$ cat config.mk
export PLATFORM = sky130hd
export DESIGN_NAME = aes_subframe_fmt
export DESIGN_NICKNAME = d
export VERILOG_FILES = /design/src/rtl/aes_fmt_pkg.sv /design/src/rtl/aes_fmt_csgen.sv /design/src/rtl/aes_fmt_ctrl.sv /design/src/rtl/aes_fmt_dpath.sv /design/src/rtl/aes_subframe_fmt.sv
export SDC_FILE = /design/constraint.sdc
export NUM_CORES = 1
export LEC_CHECK = 0
export ABC_CLOCK_PERIOD_IN_PS = 8700
export BUFFER_PORTS_ARGS = -buffer_cell sky130_fd_sc_hd__buf_4
export CELL_PAD_IN_SITES_DETAIL_PLACEMENT = 1
export CELL_PAD_IN_SITES_GLOBAL_PLACEMENT = 2
export CORE_MARGIN = 10
export CORE_UTILIZATION = 35
export DETAILED_ROUTE_END_ITERATION = 7
export PLACE_DENSITY = 0.95
export SKIP_CTS_REPAIR_TIMING = 1
export SLEW_MARGIN = 20
export SYNTH_ARGS = -nofsm -noshare
export SYNTH_HDL_FRONTEND = slang
export SYNTH_HIERARCHICAL = 1
export SYNTH_SLANG_ARGS = --single-unit
$ cat constraint.sdc
create_clock -name clk -period 8.7 [get_ports clk]
set_clock_uncertainty 0.1 [all_clocks]
set_input_delay 1.305 -clock clk [delete_from_list [all_inputs] [get_ports clk]]
set_output_delay 1.305 -clock clk [all_outputs]
set_load 0.1 [all_outputs]
$ cat src/rtl/aes_fmt_pkg.sv
package aes_fmt_pkg;
  localparam int DataW          = 32;
  localparam int SampleW        = 24;
  localparam int PreShift       = 4;
  localparam int MinChannels    = 2;
  localparam int MaxChannels    = 8;
  localparam int FramesPerBlock = 192;
  localparam int StatusBits     = 32;
  localparam int ChanFieldLsb   = 20;
  localparam int ChanFieldW     = 4;
  localparam int CsBitPos       = 26;
  localparam int ParityBitPos   = 27;
  localparam int BlockBitPos    = 28;

  localparam int ChanW      = $clog2(MaxChannels);
  localparam int CountW     = ChanW + 1;
  localparam int FrameW     = $clog2(FramesPerBlock);
  localparam int StatusIdxW = $clog2(StatusBits);

  typedef struct packed {
    logic              load;
    logic              cfgTake;
    logic              rawMode;
    logic [FrameW-1:0] frameIdx;
    logic [ChanW-1:0]  chanIdx;
  } ctrl_bus_t;
endpackage

$ cat src/rtl/aes_fmt_csgen.sv
module aes_fmt_csgen
  import aes_fmt_pkg::*;
(
  input  logic [StatusBits-1:0] statusWord,
  input  logic [FrameW-1:0]     frameIdx,
  input  logic [ChanW-1:0]      chanIdx,
  output logic                  csBit,
  output logic                  blockStart
);
  logic [ChanFieldW-1:0] chanNum;
  logic [StatusBits-1:0] patched;

  assign chanNum = ChanFieldW'(chanIdx) + ChanFieldW'(1);

  // Channel-number field is replaced per channel; other bits pass through.
  for (genvar b = 0; b < StatusBits; b++) begin : g_patch
    if (b >= ChanFieldLsb && b < ChanFieldLsb + ChanFieldW) begin : g_num
      assign patched[b] = chanNum[b-ChanFieldLsb];
    end else begin : g_cfg
      assign patched[b] = statusWord[b];
    end
  end

  assign csBit = (frameIdx < FrameW'(StatusBits)) ? patched[frameIdx[StatusIdxW-1:0]] : 1'b0;
  assign blockStart = (frameIdx == '0) && (chanIdx == '0);
endmodule

$ cat src/rtl/aes_fmt_ctrl.sv
module aes_fmt_ctrl
  import aes_fmt_pkg::*;
(
  input  logic              clk,
  input  logic              rstN,
  input  logic              cfgRawMode,
  input  logic [CountW-1:0] cfgChanCount,
  input  logic              statusDiff,
  input  logic              inValid,
  input  logic              outValid,
  input  logic              outReady,
  output logic              inReady,
  output ctrl_bus_t         ctrlBus
);
  logic              rawQ;
  logic [ChanW-1:0]  lastChanQ;
  logic [ChanW-1:0]  lastChanReq;
  logic [FrameW-1:0] frameQ;
  logic [ChanW-1:0]  chanQ;
  logic              canAccept;
  logic              cfgDiff;
  logic              cfgTake;
  logic              load;
  logic              lastFrame;

  always_comb begin
    if (cfgChanCount < CountW'(MinChannels))
      lastChanReq = ChanW'(MinChannels - 1);
    else if (cfgChanCount > CountW'(MaxChannels))
      lastChanReq = ChanW'(MaxChannels - 1);
    else
      lastChanReq = ChanW'(cfgChanCount - CountW'(1));
  end

  assign canAccept = !outValid || outReady;
  assign cfgDiff   = (rawQ != cfgRawMode) || (lastChanQ != lastChanReq) || statusDiff;
  assign cfgTake   = (chanQ == '0) && canAccept && cfgDiff;
  assign inReady   = canAccept && !cfgTake;
  assign load      = inValid && inReady;
  assign lastFrame = frameQ == FrameW'(FramesPerBlock - 1);

  always_ff @(posedge clk) begin
    if (!rstN) begin
      rawQ      <= 1'b0;
      lastChanQ <= ChanW'(MinChannels - 1);
      frameQ    <= '0;
      chanQ     <= '0;
    end else if (cfgTake) begin
      rawQ      <= cfgRawMode;
      lastChanQ <= lastChanReq;
      frameQ    <= '0;
      chanQ     <= '0;
    end else if (load) begin
      if (chanQ == lastChanQ) begin
        chanQ  <= '0;
        frameQ <= lastFrame ? '0 : frameQ + FrameW'(1);
      end else begin
        chanQ <= chanQ + ChanW'(1);
      end
    end
  end

  always_comb begin
    ctrlBus.load     = load;
    ctrlBus.cfgTake  = cfgTake;
    ctrlBus.rawMode  = rawQ;
    ctrlBus.frameIdx = frameQ;
    ctrlBus.chanIdx  = chanQ;
  end
endmodule

$ cat src/rtl/aes_fmt_dpath.sv
module aes_fmt_dpath
  import aes_fmt_pkg::*;
(
  input  logic                  clk,
  input  logic                  rstN,
  input  logic [StatusBits-1:0] cfgStatus,
  input  logic [DataW-1:0]      inData,
  input  ctrl_bus_t             ctrlBus,
  input  logic                  outReady,
  output logic                  outValid,
  output logic [DataW-1:0]      outData,
  output logic                  statusDiff
);
  logic [StatusBits-1:0] statusQ;
  logic                  csBit;
  logic                  blockStart;
  logic [DataW-1:0]      rawWord;
  logic [DataW-1:0]      preWord;
  logic [DataW-1:0]      fmtWord;

  assign statusDiff = cfgStatus != statusQ;

  aes_fmt_csgen u_csgen (
    .statusWord (statusQ),
    .frameIdx   (ctrlBus.frameIdx),
    .chanIdx    (ctrlBus.chanIdx),
    .csBit      (csBit),
    .blockStart (blockStart)
  );

  always_comb begin
    rawWord                = '0;
    rawWord[SampleW-1:0]   = inData[SampleW-1:0];
    rawWord[CsBitPos]      = csBit;
    rawWord[ParityBitPos]  = ^{csBit, inData[SampleW-1:0]};
    rawWord[BlockBitPos]   = blockStart;

    preWord                        = '0;
    preWord[DataW-PreShift-1:0]    = inData[DataW-1:PreShift];
    preWord[BlockBitPos]           = inData[PreShift-1];

    fmtWord = ctrlBus.rawMode ? rawWord : preWord;
  end

  always_ff @(posedge clk) begin
    if (!rstN) begin
      statusQ  <= '0;
      outValid <= 1'b0;
      outData  <= '0;
    end else begin
      if (ctrlBus.cfgTake) statusQ <= cfgStatus;
      if (ctrlBus.load) begin
        outValid <= 1'b1;
        outData  <= fmtWord;
      end else if (outReady) begin
        outValid <= 1'b0;
      end
    end
  end
endmodule

$ cat src/rtl/aes_subframe_fmt.sv
module aes_subframe_fmt
  import aes_fmt_pkg::*;
(
  input  logic                  clk,
  input  logic                  rstN,
  input  logic                  cfgRawMode,
  input  logic [CountW-1:0]     cfgChanCount,
  input  logic [StatusBits-1:0] cfgStatus,
  input  logic                  inValid,
  output logic                  inReady,
  input  logic [DataW-1:0]      inData,
  output logic                  outValid,
  input  logic                  outReady,
  output logic [DataW-1:0]      outData
);
  ctrl_bus_t ctrlBus;
  logic      statusDiff;
  logic      rawActive;

  assign rawActive = ctrlBus.rawMode;

  aes_fmt_ctrl u_ctrl (
    .clk          (clk),
    .rstN         (rstN),
    .cfgRawMode   (cfgRawMode),
    .cfgChanCount (cfgChanCount),
    .statusDiff   (statusDiff),
    .inValid      (inValid),
    .outValid     (outValid),
    .outReady     (outReady),
    .inReady      (inReady),
    .ctrlBus      (ctrlBus)
  );

  aes_fmt_dpath u_dpath (
    .clk        (clk),
    .rstN       (rstN),
    .cfgStatus  (cfgStatus),
    .inData     (inData),
    .ctrlBus    (ctrlBus),
    .outReady   (outReady),
    .outValid   (outValid),
    .outData    (outData),
    .statusDiff (statusDiff)
  );
endmodule

* Word-level counts from Yosys, hierarchy flattened
Index checks and enable logic that the tools add are counted.
W data, S select, Z words.
** Operators by class
- Mux-type cells :: 10
- $mul :: 0
- Div/mod/pow operators :: 0
- Bitwise operators :: 1
- Equality and inequality tests :: 5
- Add/subtract/negate cells :: 4
- Reductions and logical operators :: 16
- Magnitude comparators :: 4
- Shift operators :: 0
** Operator list (number)
- $ne A32 B32 Y1 :: 1
- $mux W29 :: 1
- $reduce_xor A25 Y1 :: 1
- $mux W3 :: 3
- $add A8 B1 Y8 const B :: 1
- $eq A8 B8 Y1 const B :: 1
- $logic_not A8 Y1 :: 1
- $lt A8 B6 Y1 const B :: 1
- $mux W8 :: 1
- $lt A5 B6 Y1 const B :: 1
- $bmux W1 S5 :: 1
- $logic_and A1 B1 Y1 :: 5
- $add A3 B1 Y4 const B :: 1
- $gt A4 B4 Y1 const B :: 1
- $lt A4 B2 Y1 const B :: 1
- $mux W1 :: 4
- $add A3 B1 Y3 const B :: 1
- $eq A3 B3 Y1 :: 1
- $logic_not A3 Y1 :: 1
- $logic_or A1 B1 Y1 :: 3
- $ne A3 B3 Y1 :: 1
- $sub A3 B1 Y3 const B :: 1
- $logic_not A1 Y1 :: 2
- $reduce_and A2 Y1 :: 1
- 4 further kinds :: 4
** Storage, ports and cells
- Output and inout bits :: 34
- Latch bits :: 0
- Bits in read-only memories :: 0
- Bits of input ports :: 73
- Memories :: 0
- Memory bits (writable) :: 0
- Register bits :: 80

* Logic depth before layout (Yosys ltp)
- Depth after elaboration :: 11
- Depth in mapped cells :: 15
- Mapped depth without buffers :: 13

* By module
Netlist, hierarchy kept.
** By module, submodules not included
- aes_fmt_dpath :: sequential area each 1241.2 sq um, times used 1, area each 3138.0 sq um, cells an instance 305
- aes_fmt_ctrl :: sequential area each 300.3 sq um, times used 1, area each 949.7 sq um, cells an instance 121
- aes_fmt_csgen :: sequential area each 0.0 sq um, times used 1, area each 389.1 sq um, cells an instance 40

* Worst setup path before layout
Ideal clock, no wire load.
- Path type :: in2out
- Start point :: in cfgChanCount[0]
- End point :: out inReady
- Buffers on the path :: 0
- Arrival time :: 3.169 ns
- Stages on the path :: 7
- Path slack :: 4.126 ns
- Cell sequence :: inv_1 > ha_1 > nor4b_2 > a211o_1 > a21oi_1 > and4b_1 > o21a_1
** Between the ends
- Cells in the longest elaborated chain, start to end :: 9
- Elaborated cells on any way between the ends :: 11
** Ends and longest elaborated chain
- from (decl) :: line aes_subframe_fmt.sv:7 : input logic [CountW-1:0] cfgChanCount,
- $gt A4 B4 Y1 / $sub A3 B1 Y3 (equally long branches) :: line aes_fmt_ctrl.sv:29, aes_fmt_ctrl.sv:32
- $mux W3 :: line aes_fmt_ctrl.sv:29 : else if (cfgChanCount > CountW'(MaxChannels))
- $mux W3 * :: line aes_fmt_ctrl.sv:27 : if (cfgChanCount < CountW'(MinChannels))
- $ne A3 B3 Y1 * :: line aes_fmt_ctrl.sv:36 : assign cfgDiff = (rawQ != cfgRawMode) || (lastChanQ != lastChanReq) || statusDiff;
- $logic_or A1 B1 Y1 * (2 in series) :: line aes_fmt_ctrl.sv:36
- $logic_and A1 B1 Y1 * :: line aes_fmt_ctrl.sv:37 : assign cfgTake = (chanQ == '0) && canAccept && cfgDiff;
- $logic_not A1 Y1 * :: line aes_fmt_ctrl.sv:38 : assign inReady = canAccept && !cfgTake;
- $logic_and A1 B1 Y1 * :: line aes_fmt_ctrl.sv:38
- to (decl) :: line aes_subframe_fmt.sv:10 : output logic inReady,
Mark *: on every way between the ends. The rest lies on a longest branch, timed or not.

* Final worst setup path
- Start point :: in cfgStatus[20]
- End point :: out inReady
** Between the ends
- Cells in the longest elaborated chain, start to end :: 5
** Ends and longest elaborated chain
- from (decl) :: line aes_subframe_fmt.sv:8 : input logic [StatusBits-1:0] cfgStatus,
- $ne A32 B32 Y1 :: line aes_fmt_dpath.sv:21 : assign statusDiff = cfgStatus != statusQ;
- named net statusDiff :: line aes_subframe_fmt.sv:17 : logic statusDiff;
- $logic_or A1 B1 Y1 :: line aes_fmt_ctrl.sv:36
- $logic_and A1 B1 Y1 :: line aes_fmt_ctrl.sv:37
- $logic_not A1 Y1 :: line aes_fmt_ctrl.sv:38
- $logic_and A1 B1 Y1 :: line aes_fmt_ctrl.sv:38
The timed path passes the listed nets, and every way through them passes these cells.

==> impl_results.md <==
* Outcome: completed
* Initial antenna violation count at 0
* Clock latency on the worst-skew pair at 330 ps
* CP Capture Type: output port
* Drc violations at 0
* Post-route ant nets at 0
* Core area at 12,600 um2
* Number of global-route vias before repair at 3,952
* Root Buffer: clkbuf_16
* Setup CP Type: input pin to output port
* Netlist cell types at 56
* Final hold vios at 0
* Final critical-path share of the clock period at 56.5%
* RSZ-0062 raised after global routing: no
* CP max stage delay at 410 ps
* TritonCTS buffer count at 9
* Drt pass-1 iters at 4
* Crit path arrival time at 3510 ps
* WP data required at 7300 ps
* Slew headroom at 53.3%
* Final slew viol count at 0
* Slowest cell on crit path: nor4_1
* Die area at 17,700 um2
* CTS clk-pin slew, worst paths at 50 ps
* Most used DFF post-synth: dfxtp_1
* Worst setup SP type: input pin
* Seq/Total Area, Yosys at 34.4%
* Fmax at 203 MHz
* Fill cell count at 1,450
* Worst path cell trace: buf_4 > xnor2_1 > nand4_1 > nor4_1 > nand2_1 > a211o_1 > a21oi_1 > and4b_1 > o21a_1 > buf_4
* Syn-to-layout area delta at 25.0%
* Pwr per Cell Area at 148 nW/um2
* Bufs on Longest Clock Path at 2
* Min Clock Period, post-route at 4920 ps
* RD Place Congestion at 0.839
* Routed via count at 3,664
* Post-DP HPWL at 9920 um
* Final WL at 13,200 um
* Placed Area at 5330 um2
* Flops & latches, synth at 77
* Hold crit path type: flip-flop to flip-flop
* GR Overflow Total at 0
* Layout net count at 633
* Syn Area/Cell at 9.61 um2
* Layout cell share with drive strength beyond 1 at 22.5%
* Hold_sp: u_dpath/outData[15]$_SDFFE_PN0P_
* Mapped cell area at 4480 um2
* Syn. warnings at 6
* Die width at 133 um
* Starting Density at 35.6%
* CTS tree: done
* Most frequent CP cell: buf_4
* H-Tree Depth at 3
* Die H at 133 um
* Avg WL per Cell at 18.1 um
* Ys async rst share at 0%
* GRT Overall Usage at 14.7%
* MaxCap Viol Count at 0
* Antenna cells at 0
* Fin area at 5600 um2
* Largest net degree at the start of global routing at 72
* Setup TNS at 0 ps
* Maximum vdd drop at 70.5 uV
* Gate Count Post-Synth at 466
* Final setup viols at 0
* Worst r2r src: u_dpath/statusQ[27]$_SDFFE_PN0P_
* IO Port Bufs at 103
* First-pass GRT wire length at 21,400 um
* Boundary Pins at 107
* Max FO, Critical Path at 3
* DR iter-0 viols at 162
* Clock Sinks at 77
* Setup crit start: cfgStatus[20]
* Slew @ Worst Pin at 700 ps
* Avg Vias per Cell at 5.04
* EDFF count, synth at 0
* Pleak at 2.59 nW
* Core Rows at 41
[synthesized netlist by cell type, types with 8 or more instances]
library cell | number | area (um2)
inv_1 | 11 | 41.3
xor2_1 | 8 | 70.1
o211a_1 | 26 | 260
a21oi_1 | 12 | 60.1
nand2_1 | 38 | 143
dfxtp_1 | 77 | 1540
nor2b_1 | 38 | 238
nor2_1 | 20 | 75.1
mux2i_1 | 66 | 661
clkbuf_1 | 13 | 48.8
nand3_1 | 8 | 40.0
xnor2_1 | 50 | 438
nand4_1 | 9 | 56.3
[critical path, delay by kind of cell]
kind,cells,cell delay (ps)
AOI/OAI and AO/OA,3,560
and+or+nand+nor,4,1050
xor gates and xnor gates,1,170
buffers and inverters,2,420
[power breakdown]
group	total (mW)	leakage, nW	internal (mW)	switching [mW]
sequential	0.371	0.630	0.362	0.00900
combinational	0.136	1.84	0.0735	0.0628
clock	0.322	0.114	0.187	0.135
[through the flow]
step | setup slack (ps) | util, % | cells | hold WS (ps) | power [mW]
after global routing | 3690 | 44.5 | 727 | 398 | 0.865
after detailed placement | 3470 | 42.4 | 714 | 370 | 0.514
after global placement | 3810 | 42.4 | 714 | 365 | 0.509
after floorplan | 4130 | - | 468 | 360 | 0.461
final | 3780 | 44.5 | 727 | 380 | 0.829
after CTS | 3790 | 44.3 | 726 | 383 | 0.841
[cell families after synthesis]
| kind of cell | synth area share (%) |
|---|---|
| XOR/XNOR | 12.7 |
| multiplexers | 17.9 |
| buffers and inverters | 4.64 |
| AO/OA/AOI/OAI | 11.9 |
| flip-flops | 34.4 |
| adder cells (fa/ha/maj) | 1.68 |
| other | 0.0838 |
| AND/OR/NAND/NOR | 16.7 |
[routing by layer]
metal	GRT usage, %	wire [um]	vias up
li1	-	-	1812
met3	2.48	413	16
met4	5.93	240	0
met1	18.3	6080	1779
met5	0	0	-
met2	24.7	6440	57
[registers in the layout, summed over array words and instances (netlist names)]
name / flops
u_ctrl/chanQ: 3
u_ctrl/frameQ: 8
u_ctrl/lastChanQ: 3
u_ctrl/rawQ: 1
u_dpath/outData: 29
u_dpath/outValid: 1
u_dpath/statusQ: 32
[worst paths after layout]
check | to | slack [ps] | cells after the start
min reg2reg | u_dpath/outData[15]$_SDFFE_PN0P_ | 380 | 1
max reg2reg | u_dpath/outData[24]$_SDFFE_PN0P_ | 5020 | 14
min | u_dpath/outData[15]$_SDFFE_PN0P_ | 380 | 1
max | inReady | 3780 | 10
[layout by cell type (no fill, tap or decap), types with 11 or more instances in the layout]
master     n
a21oi_1   12
buf_4    105
dfxtp_1   77
inv_1     11
mux2i_1   66
nand2_1   38
nor2_1    19
nor2b_1   38
o211a_1   26
xnor2_1   50
[layout make-up]
| cell class | instances | area [um2] | share of cell area [%] |
|---|---|---|---|
| Multi-Input combinational cell | 349 | 2750 | 49.1 |
| Timing Repair Buffer | 106 | 816 | 14.6 |
| Inverter | 11 | 41.3 | 0.738 |
| Sequential cell | 77 | 1540 | 27.5 |
| Tap cell | 172 | 215 | 3.84 |
| Clock buffer | 12 | 236 | 4.22 |
(Power assumes the default switching activity.)
